===== src/rtl/regbridge_pkg.sv =====
package regbridge_pkg;

    localparam int HOST_DW   = 64;
    localparam int DS_DW     = 32;
    localparam int CTRL_AW   = 13;
    localparam int DS_AW     = CTRL_AW - 2;
    localparam int CTRL_RSVD = HOST_DW - 2 - CTRL_AW - DS_DW;
    localparam int STAT_RSVD = HOST_DW - 1 - DS_DW;

    localparam logic [7:0] OFS_PARAM = 8'h08;
    localparam logic [7:0] OFS_CTRL  = 8'h10;
    localparam logic [7:0] OFS_STAT  = 8'h18;

    typedef enum logic [1:0] {
        CMD_NOP   = 2'd0,
        CMD_READ  = 2'd1,
        CMD_WRITE = 2'd2,
        CMD_RSVD  = 2'd3
    } cmd_e;

    typedef enum logic [1:0] {
        SEL_NONE,
        SEL_PARAM,
        SEL_CTRL,
        SEL_STAT
    } sel_e;

    typedef struct packed {
        cmd_e                 cmd;
        logic [CTRL_RSVD-1:0] rsvd;
        logic [CTRL_AW-1:0]   addr;
        logic [DS_DW-1:0]     data;
    } ctrl_word_t;

    typedef struct packed {
        logic [STAT_RSVD-1:0] rsvd;
        logic                 done;
        logic [DS_DW-1:0]     rdata;
    } stat_word_t;

    typedef struct packed {
        logic             we;
        logic [DS_AW-1:0] waddr;
        logic [DS_DW-1:0] wdata;
    } ds_op_t;

    function automatic logic is_access(input cmd_e c);
        return (c == CMD_READ) || (c == CMD_WRITE);
    endfunction

    function automatic logic [HOST_DW-1:0] pack_param(
        input logic       lsb_first,
        input logic [5:0] width,
        input logic [5:0] ncs,
        input logic       cpol,
        input logic       cpha,
        input logic [15:0] pid
    );
        logic [HOST_DW-1:0] w;
        w        = '0;
        w[1]     = lsb_first;
        w[7:2]   = width;
        w[13:8]  = ncs;
        w[14]    = cpol;
        w[15]    = cpha;
        w[47:32] = pid;
        return w;
    endfunction

endpackage


===== src/rtl/rb_param_word.sv =====
module rb_param_word
    import regbridge_pkg::*;
#(
    parameter bit       SHIFT_LSB = 1'b0,
    parameter int       XFER_BITS = 32,
    parameter int       CS_COUNT  = 1,
    parameter bit       CPOL      = 1'b0,
    parameter bit       CPHA      = 1'b0,
    parameter bit [15:0] PERIPH_ID = 16'h0000
) (
    output logic [HOST_DW-1:0] word
);
    localparam logic [5:0] WIDTH_F = XFER_BITS[5:0];
    localparam logic [5:0] NCS_F   = CS_COUNT[5:0];

    assign word = pack_param(SHIFT_LSB, WIDTH_F, NCS_F, CPOL, CPHA, PERIPH_ID);
endmodule


===== src/rtl/rb_host_decode.sv =====
module rb_host_decode
    import regbridge_pkg::*;
#(
    parameter int HOST_AW = 8
) (
    input  logic               clk,
    input  logic               rst,
    input  logic               wr_en,
    input  logic               rd_en,
    input  logic [HOST_AW-1:0] addr,
    input  logic [HOST_DW-1:0] param_word,
    input  stat_word_t         stat_word,
    output logic               ctrl_wr,
    output logic [HOST_DW-1:0] rdata
);
    localparam int PAD = (HOST_AW > 8) ? HOST_AW - 8 : 0;

    sel_e sel;
    logic [HOST_AW+7:0] addr_ext;

    assign addr_ext = {8'h00, addr};

    always_comb begin
        if (addr_ext == {{PAD{1'b0}}, OFS_PARAM, {(HOST_AW + 8 - PAD - 8){1'b0}}} >> (HOST_AW + 8 - PAD - 8))
            sel = SEL_PARAM;
        else if (addr_ext == {{(HOST_AW){1'b0}}, OFS_CTRL})
            sel = SEL_CTRL;
        else if (addr_ext == {{(HOST_AW){1'b0}}, OFS_STAT})
            sel = SEL_STAT;
        else
            sel = SEL_NONE;
    end

    assign ctrl_wr = wr_en && (sel == SEL_CTRL);

    always_ff @(posedge clk) begin
        if (rst) begin
            rdata <= '0;
        end else if (rd_en) begin
            case (sel)
                SEL_PARAM: rdata <= param_word;
                SEL_STAT:  rdata <= stat_word;
                default:   rdata <= '0;
            endcase
        end
    end

    assert_unmapped_zero_R2: assert property (@(posedge clk) disable iff (rst)
        (rd_en && (sel == SEL_NONE || sel == SEL_CTRL)) |=> (rdata == '0));

    assert_stat_layout_R5: assert property (@(posedge clk) disable iff (rst)
        (rd_en && sel == SEL_STAT) |=> (rdata[HOST_DW-1:DS_DW+1] == '0));
endmodule


===== src/rtl/rb_cmd_engine.sv =====
module rb_cmd_engine
    import regbridge_pkg::*;
(
    input  logic               clk,
    input  logic               rst,
    input  logic               ctrl_wr,
    input  logic [HOST_DW-1:0] ctrl_data,
    input  logic               ds_ack,
    input  logic [DS_DW-1:0]   ds_rdata,
    output logic               ds_req,
    output logic               ds_we,
    output logic [DS_AW-1:0]   ds_addr,
    output logic [DS_DW-1:0]   ds_wdata,
    output stat_word_t         stat_word
);
    ctrl_word_t       cw;
    ds_op_t           op_q;
    logic             pend_q;
    logic             done_q;
    logic [DS_DW-1:0] rd_q;
    logic             launch;
    logic             finish;
    logic             unused_bits;

    assign cw          = ctrl_word_t'(ctrl_data);
    assign unused_bits = ^{cw.rsvd, cw.addr[1:0]};
    assign launch      = ctrl_wr && !pend_q && is_access(cw.cmd);
    assign finish      = pend_q && ds_ack;

    always_ff @(posedge clk) begin
        if (rst) begin
            pend_q <= 1'b0;
            done_q <= 1'b0;
            rd_q   <= '0;
            op_q   <= '0;
        end else if (launch) begin
            pend_q     <= 1'b1;
            done_q     <= 1'b0;
            op_q.we    <= (cw.cmd == CMD_WRITE);
            op_q.waddr <= cw.addr[CTRL_AW-1:2];
            op_q.wdata <= cw.data;
        end else if (finish) begin
            pend_q <= 1'b0;
            done_q <= 1'b1;
            if (!op_q.we)
                rd_q <= ds_rdata;
        end
    end

    assign ds_req   = pend_q;
    assign ds_we    = op_q.we;
    assign ds_addr  = op_q.waddr;
    assign ds_wdata = op_q.wdata;

    always_comb begin
        stat_word       = '0;
        stat_word.done  = done_q;
        stat_word.rdata = rd_q;
    end

    assert_launch_R3: assert property (@(posedge clk) disable iff (rst)
        launch |=> (ds_req && !stat_word.done));

    assert_req_hold_R4: assert property (@(posedge clk) disable iff (rst)
        (ds_req && !ds_ack) |=> (ds_req && $stable(ds_addr) && $stable(ds_wdata) && $stable(ds_we)));

    assert_req_drop_R4: assert property (@(posedge clk) disable iff (rst)
        (ds_req && ds_ack) |=> !ds_req);

    assert_done_set_R5: assert property (@(posedge clk) disable iff (rst)
        (ds_req && ds_ack) |=> stat_word.done);

    assert_rdata_hold_R6: assert property (@(posedge clk) disable iff (rst)
        !(ds_req && ds_ack && !ds_we) |=> $stable(stat_word.rdata));

    assert_nop_quiet_R7: assert property (@(posedge clk) disable iff (rst)
        (ctrl_wr && !ds_req && !is_access(cw.cmd)) |=> (!ds_req && $stable(stat_word)));

    assert_busy_drop_R8: assert property (@(posedge clk) disable iff (rst)
        (ctrl_wr && ds_req && !ds_ack) |=> (ds_req && $stable(ds_addr) && $stable(ds_we)));

    assert_read_no_we_R9: assert property (@(posedge clk) disable iff (rst)
        (launch && cw.cmd == CMD_READ) |=> !ds_we);
endmodule


===== src/rtl/regbridge_top.sv =====
module regbridge_top
    import regbridge_pkg::*;
#(
    parameter int        HOST_AW   = 8,
    parameter bit        SHIFT_LSB = 1'b0,
    parameter int        XFER_BITS = 32,
    parameter int        CS_COUNT  = 1,
    parameter bit        CPOL      = 1'b0,
    parameter bit        CPHA      = 1'b0,
    parameter bit [15:0] PERIPH_ID = 16'h0000
) (
    input  logic               clk,
    input  logic               rst,
    input  logic               host_wr_en,
    input  logic               host_rd_en,
    input  logic [HOST_AW-1:0] host_addr,
    input  logic [HOST_DW-1:0] host_wdata,
    output logic [HOST_DW-1:0] host_rdata,
    output logic               ds_req,
    output logic               ds_we,
    output logic [DS_AW-1:0]   ds_addr,
    output logic [DS_DW-1:0]   ds_wdata,
    input  logic               ds_ack,
    input  logic [DS_DW-1:0]   ds_rdata
);
    logic [HOST_DW-1:0] param_word;
    stat_word_t         stat_word;
    logic               ctrl_wr;

    rb_param_word #(
        .SHIFT_LSB (SHIFT_LSB),
        .XFER_BITS (XFER_BITS),
        .CS_COUNT  (CS_COUNT),
        .CPOL      (CPOL),
        .CPHA      (CPHA),
        .PERIPH_ID (PERIPH_ID)
    ) u_param (
        .word (param_word)
    );

    rb_host_decode #(
        .HOST_AW (HOST_AW)
    ) u_decode (
        .clk        (clk),
        .rst        (rst),
        .wr_en      (host_wr_en),
        .rd_en      (host_rd_en),
        .addr       (host_addr),
        .param_word (param_word),
        .stat_word  (stat_word),
        .ctrl_wr    (ctrl_wr),
        .rdata      (host_rdata)
    );

    rb_cmd_engine u_engine (
        .clk       (clk),
        .rst       (rst),
        .ctrl_wr   (ctrl_wr),
        .ctrl_data (host_wdata),
        .ds_ack    (ds_ack),
        .ds_rdata  (ds_rdata),
        .ds_req    (ds_req),
        .ds_we     (ds_we),
        .ds_addr   (ds_addr),
        .ds_wdata  (ds_wdata),
        .stat_word (stat_word)
    );

    assert_reset_quiet_R1: assert property (@(posedge clk)
        rst |=> (!ds_req && host_rdata == '0));
endmodule


===== config.mk =====
export PLATFORM = sky130hd
export DESIGN_NAME = regbridge_top
export DESIGN_NICKNAME = d
export VERILOG_FILES = /design/src/rtl/regbridge_pkg.sv /design/src/rtl/rb_param_word.sv /design/src/rtl/rb_host_decode.sv /design/src/rtl/rb_cmd_engine.sv /design/src/rtl/regbridge_top.sv
export SDC_FILE = /design/constraint.sdc
export NUM_CORES = 1
export LEC_CHECK = 0
export BUFFER_PORTS_ARGS = -buffer_cell sky130_fd_sc_hd__buf_2
export CAP_MARGIN = 0
export CORE_ASPECT_RATIO = 0.8
export CORE_MARGIN = 2
export CORE_UTILIZATION = 46
export DETAILED_ROUTE_END_ITERATION = 8
export PLACE_DENSITY = 0.8
export SYNTH_ARGS = -nofsm -noshare
export SYNTH_HDL_FRONTEND = slang
export SYNTH_SLANG_ARGS = --single-unit
export TNS_END_PERCENT = 100

===== constraint.sdc =====
create_clock -name clk -period 1.98 [get_ports clk]
set_clock_uncertainty 0.2 [all_clocks]
set_input_delay 0.198 -clock clk [delete_from_list [all_inputs] [get_ports clk]]
set_output_delay 0.198 -clock clk [all_outputs]
set_load 0.05 [all_outputs]

==> flow_summary.json, run 1 <==
{
  "period_share_pct": 93.3,
  "yosys_warnings": 0,
  "diodes": 0,
  "mostFrequentLayoutCell": "buf_2",
  "arrival_ps": 1930,
  "grt_pass1_wl_um": 18000,
  "postSynthAreaPerCell_um2": 9.85,
  "clock_path_buffers": 2,
  "finalWeightedCongestion": 0.755,
  "setup_viol": 0,
  "tns_ps": 0,
  "finalWorstSetupSlack_ps": 133,
  "ys_types": 27,
  "p_total_mw": 4.43,
  "num_vias": 3923,
  "yosysSeqAreaShare_pct": 49.3,
  "status": "complete, no violations",
  "ant_nets": 0,
  "chipWidth_um": 115,
  "final_cell_mix": "167 x buf_2, 111 x dfxtp_1, 91 x nand2b_1, 79 x dlygate4sd3_1, 64 x nand2_1",
  "initial_core_util_pct": 47.0,
  "core-area_mm2": 0.00961,
  "max_freq_mhz": 541,
  "grt_use_total_pct": 21.3,
  "die_area_mm2": 0.0106,
  "hold_viol": 0,
  "ir_drop_v": 0.000480,
  "grt_pass1_vias": 3908,
  "crit_fanout": 32,
  "drt_iter0_drc": 158,
  "routed_via_density": 4.83,
  "max-cap-violations": 0,
  "hpwlAfterDp_um": 6970,
  "insertion_delay_ps": 340,
  "clk_pin_slew_ps": 70,
  "portBuffers": 167,
  "routed_wl_um": 11200,
  "period_needed_ps": 1850,
  "startpoint_type": "flip-flop",
  "worst_ep_required_time_ps": 2060,
  "hold-worst-slack_ps": 7.06,
  "area_delta_synth_final_pct": 41.3,
  "p_per_area_mw_per_mm2": 695,
  "grt_max_degree": 98,
  "rows": 32,
  "synth_area_mm2": 0.00451,
  "numCtsBuffers": 9,
  "drcViolationCount": 0,
  "grt_overflow": 0,
  "p_leak_nw": 2.79,
  "fin_nets": 799,
  "grt_antenna_before_repair": 0,
  "cts-root-buf": "clkbuf_16",
  "fill_cells": 743,
  "drv_slew": 0,
  "io-pin-count": 218,
  "critPathCaptureType": "flip-flop",
  "preCtsSetupSlack_ps": 237,
  "dr.pass1.iters": 4,
  "clock-sinks": 111,
  "routedWlPerCell_um": 13.8,
  "cts_tree": "built",
  "rsz0062_at_grt": "no",
  "hold_path_class": "in -> reg",
  "drive_above_1_share_pct": 28.0,
  "postSynthCellCount": 458,
  "h-tree-depth": 3,
  "synth_seq_cells": 111,
  "path_class": "reg -> reg",
  "die_h_um": 92.6
}
[final timing paths]
check | from | end | slack [ps] | cells past startpoint
worst max register to register | u_engine.ds_req$_SDFFE_PP0P_ | u_engine.rd_q[5]$_SDFFE_PP0P_ | 130 | 5
worst min register to register | u_engine.rd_q[4]$_SDFFE_PP0P_ | u_engine.rd_q[4]$_SDFFE_PP0P_ | 260 | 2
worst max-delay path | u_engine.ds_req$_SDFFE_PP0P_ | u_engine.rd_q[5]$_SDFFE_PP0P_ | 130 | 5
worst min-delay path | rst | u_engine.rd_q[7]$_SDFFE_PP0P_ | 7 | 2
[synthesized netlist by cell type (all sizes together)]
| master | n | area share [%] |
|---|---|---|
| buf | 47 | 8.4 |
| conb | 1 | 0.083 |
| ha | 1 | 0.28 |
| dfxtp | 111 | 49 |
| mux2i | 44 | 9.8 |
| a22o | 31 | 6.0 |
| and3b | 2 | 0.39 |
| nand2 | 64 | 5.3 |
| nor3 | 1 | 0.11 |
| inv | 1 | 0.083 |
| nor2 | 2 | 0.17 |
| o21ba | 1 | 0.22 |
| nand2b | 91 | 13 |
| nor4 | 1 | 0.47 |
| a21oi | 33 | 3.7 |
| clkbuf | 17 | 1.4 |
| o32ai | 2 | 0.39 |
| nand3 | 1 | 0.11 |
| nor4bb | 1 | 0.22 |
| and4 | 1 | 0.19 |
| nand3b | 1 | 0.17 |
| nor2b | 3 | 0.42 |
| and4b | 1 | 0.22 |
[cells by family after synthesis]
family	share of synthesized area, %
buf+inv	9.93
flops	49.3
mux	9.76
simple gates	20.4
other cells	0.0831
fa+ha+maj	0.277
compound gates	10.3
[routing by layer]
layer / vias up / wire [um] / GRT usage, %
li1: 1913 / - / -
met1: 1849 / 4510 / 23.0
met2: 131 / 5890 / 40.1
met3: 30 / 463 / 4.19
met4: 0 / 323 / 9.24
met5: - / 0 / 0
[where the power goes]
part	switching, mW	leakage, nW	internal [mW]
registers	0.000468	0.894	2.23
logic	0.250	1.75	0.213
clock network	0.851	0.140	0.886
[metrics by stage]
step                area (um^2)  utilization (%)  cells
global route               6380             66.4    813
finish                     6380             66.4    813
detailed placement         5280             54.9    718
global placement           5280             54.9    718
CTS                        6360             66.2    813
floorplan                  4620                -    488
[worst max-delay path, cell delays in order, from the launching register on]
cell           delay [ps]
dfxtp_1               410
and3b_1               230
buf_12                200
nand2_1                70
a21oi_1               120
dlygate4sd3_1         550
[registers in the layout, indices dropped and copies added, names as in the netlist]
signal / cells
u_engine.ds_addr: 11
u_engine.ds_req: 1
u_engine.rd_q: 32
u_engine.ds_we: 1
u_engine.done_q: 1
u_decode.rdata: 33
u_engine.ds_wdata: 32
[timing repair]
action | 4_1_cts | 5_1_grt
hold endpoints to repair | 78 | 0
resized for setup | 0 | 4
hold buffers | 79 | 0
endpoints found under the setup margin | 0 | 2
buffers inserted | 0 | 0
[area by class of cell]
| cell class | instances | area [um^2] | share of cell area [%] |
|---|---|---|---|
| clock inverters | 7 | 65.1 | 1.02 |
| repair buffers | 254 | 1750 | 27.5 |
| well taps | 119 | 149 | 2.34 |
| clock buffers | 9 | 225 | 3.53 |
| flip-flops and latches | 111 | 2220 | 34.9 |
| inverters | 1 | 3.75 | 0.0589 |
| multi-input cells | 312 | 1960 | 30.7 |
Note: power is estimated with default switching activity, not from simulation.
==> inputs of run 2 (changes only) <==
--- a/config.mk
+++ b/config.mk
@@ -9,9 +9,9 @@
 export CAP_MARGIN = 0
 export CORE_ASPECT_RATIO = 0.8
 export CORE_MARGIN = 2
-export CORE_UTILIZATION = 46
+export CORE_UTILIZATION = 42
 export DETAILED_ROUTE_END_ITERATION = 8
-export PLACE_DENSITY = 0.8
+export PLACE_DENSITY = 0.85
 export SYNTH_ARGS = -nofsm -noshare
 export SYNTH_HDL_FRONTEND = slang
 export SYNTH_SLANG_ARGS = --single-unit
==> constraint.sdc (replaced) <==
create_clock -name clk -period 1.6 [get_ports clk]
set_clock_uncertainty 0.2 [all_clocks]
set_input_delay 0.16 -clock clk [delete_from_list [all_inputs] [get_ports clk]]
set_output_delay 0.16 -clock clk [all_outputs]
set_load 0.05 [all_outputs]
==> flow_summary.json, run 2 (same netlist as run 1, synthesis figures left out) <==
{
  "path_class": "reg -> reg",
  "rrSetupSlack_ps": -80,
  "max_freq_mhz": 594,
  "worstRegToRegCells": 5,
  "clock-sinks": 111,
  "period_needed_ps": 1680,
  "drt_iter0_drc": 177,
  "preCtsSetupSlack_ps": -262,
  "largest_register_ffs": 33,
  "grt.busiest_layer": "met2",
  "postPlaceCellArea_mm2": 0.00535,
  "grt_use_total_pct": 20.1,
  "cts-root-buf": "clkbuf_16",
  "placedCellCount": 742,
  "p_total_mw": 5.49,
  "hold_viol": 0,
  "timing.critical_path.buf_inv": 2,
  "critPathCaptureType": "flip-flop",
  "slew_headroom_pct": 11.3,
  "grt_max_degree": 126,
  "utilization_pct": 63.1,
  "ant_nets": 0,
  "portBuffers": 167,
  "initial_core_util_pct": 43.5,
  "grt_pass1_vias": 3885,
  "routedWlPerCell_um": 14.2,
  "violations": "setup timing",
  "final_cell_mix": "167 x buf_2, 109 x dfxtp_1, 91 x nand2b_1, 78 x dlygate4sd3_1, 64 x nand2_1",
  "die_h_um": 96.7,
  "mostFrequentLayoutCell": "buf_2",
  "grt.met1_usage_pct": 21.4,
  "crit_fanout": 9,
  "num_vias": 3908,
  "dr.pass1.iters": 4,
  "h-tree-depth": 3,
  "cts_tree": "built",
  "core-area_mm2": 0.0104,
  "finalWeightedCongestion": 0.693,
  "use_met2_pct": 36.2,
  "r2r_start": "u_engine.ds_req$_SDFFE_PP0P_",
  "routed_wl_um": 12000,
  "rsz0062_at_grt": "yes",
  "hold_depth": 4,
  "hold_path_class": "in -> reg",
  "io-pin-count": 218,
  "fill_cells": 825,
  "fin_nets": 806,
  "clk_pin_slew_ps": 70,
  "status": "finished, violations left",
  "ir_drop_v": 0.000539,
  "r2r-end": "u_engine.ds_wdata[31]$_SDFFE_PP0P_",
  "slowest_delay_ps": 350,
  "regMostFlops": "u_decode.rdata",
  "finalWorstSetupSlack_ps": -82.7,
  "drv_slew": 0,
  "area_delta_synth_final_pct": 44.9,
  "clock_path_buffers": 2,
  "rows": 33,
  "setup_viol": 40,
  "grt_pass1_wl_um": 18400,
  "die_area_mm2": 0.0116,
  "grt_overflow": 0,
  "chipWidth_um": 120,
  "p_per_area_mw_per_mm2": 839,
  "cp-startpoint": "u_engine.ds_req$_SDFFE_PP0P_",
  "arrival_ps": 1750,
  "drcViolationCount": 0,
  "fin_area_mm2": 0.00654,
  "hold_path_end": "u_decode.rdata[8]$_SDFFE_PP0P_",
  "grt_antenna_before_repair": 2,
  "period_share_pct": 105,
  "drive_above_1_share_pct": 29.5,
  "p_leak_nw": 2.84,
  "worst_pin_slew_ps": 1330,
  "slowest_stage": "dfxtp_4",
  "path_cells": "nor4bb_2 -> and4b_2 -> buf_4 -> buf_12 -> mux2i_4",
  "routed_via_density": 4.64,
  "worst_ep_required_time_ps": 1660,
  "max-cap-violations": 0,
  "worstHoldStart": "host_rd_en",
  "insertion_delay_ps": 340,
  "grt.met3_usage_pct": 5.07,
  "hpwlAfterDp_um": 7050,
  "instances_no_fill": 843,
  "startpoint_type": "flip-flop",
  "numCtsBuffers": 9,
  "path_delay_family": "simple AND/OR/NAND/NOR gates"
}
[run 2: worst max path at each step]
stage	to	slack (ps)	cells past startpoint
floorplan	u_engine.ds_addr[2]$_SDFFE_PP0P_	4	5
global placement	u_decode.rdata[23]$_SDFFE_PP0P_	-160	3
detailed placement	u_decode.rdata[4]$_SDFFE_PP0P_	-260	3
CTS	u_engine.ds_wdata[20]$_SDFFE_PP0P_	-110	5
global route	u_engine.ds_addr[7]$_SDFFE_PP0P_	-130	5
finish	u_engine.ds_wdata[31]$_SDFFE_PP0P_	-80	5
[run 2: timing repair]
action	4_1_cts	5_1_grt
buffers inserted	3	2
endpoints found under the hold margin	79	0
pin swaps	0	2
resized for setup	5	13
gates cloned	2	1
setup endpoints to repair	44	46
hold buffers	78	0
[run 2: cell type report]
class                   count  area (um^2)  area share [%]
clock inverters             7         66.3            1.01
clock buffers               9          225            3.44
well taps                 140          175            2.68
inverters                   1         3.75          0.0574
multi-input cells         312         1980            30.3
diodes                      2         5.00          0.0766
repair buffers            261         1850            28.4
flip-flops and latches    111         2230            34.1
[run 2: metrics by stage]
step,setup TNS (ps),hold slack [ps]
2_1_floorplan,0,96.0
3_3_place_gp,-7110,203
3_5_place_dp,-10990,208
4_1_cts,-3390,32.3
5_1_grt,-4110,57.6
6_report,-1550,47.8
[run 2: where the power goes]
part | switching [mW] | leakage [nW] | internal [mW] | total, mW
Sequential | 0.000589 | 0.895 | 2.76 | 2.76
Clock | 1.06 | 0.141 | 1.09 | 2.15
Combinational | 0.309 | 1.81 | 0.268 | 0.577
[run 2: tightest hold or removal path, stage by stage]
cell and delay (ps):
buf_2 100, buf_4 110, nand2b_1 100, o32ai_1 70
[run 2: metal layers]
| layer | routed length [um] | share of wire [%] |
|---|---|---|
| met5 | 0 | 0 |
| met4 | 455 | 3.8 |
| met3 | 620 | 5.2 |
| met2 | 6050 | 50 |
| met1 | 4870 | 41 |
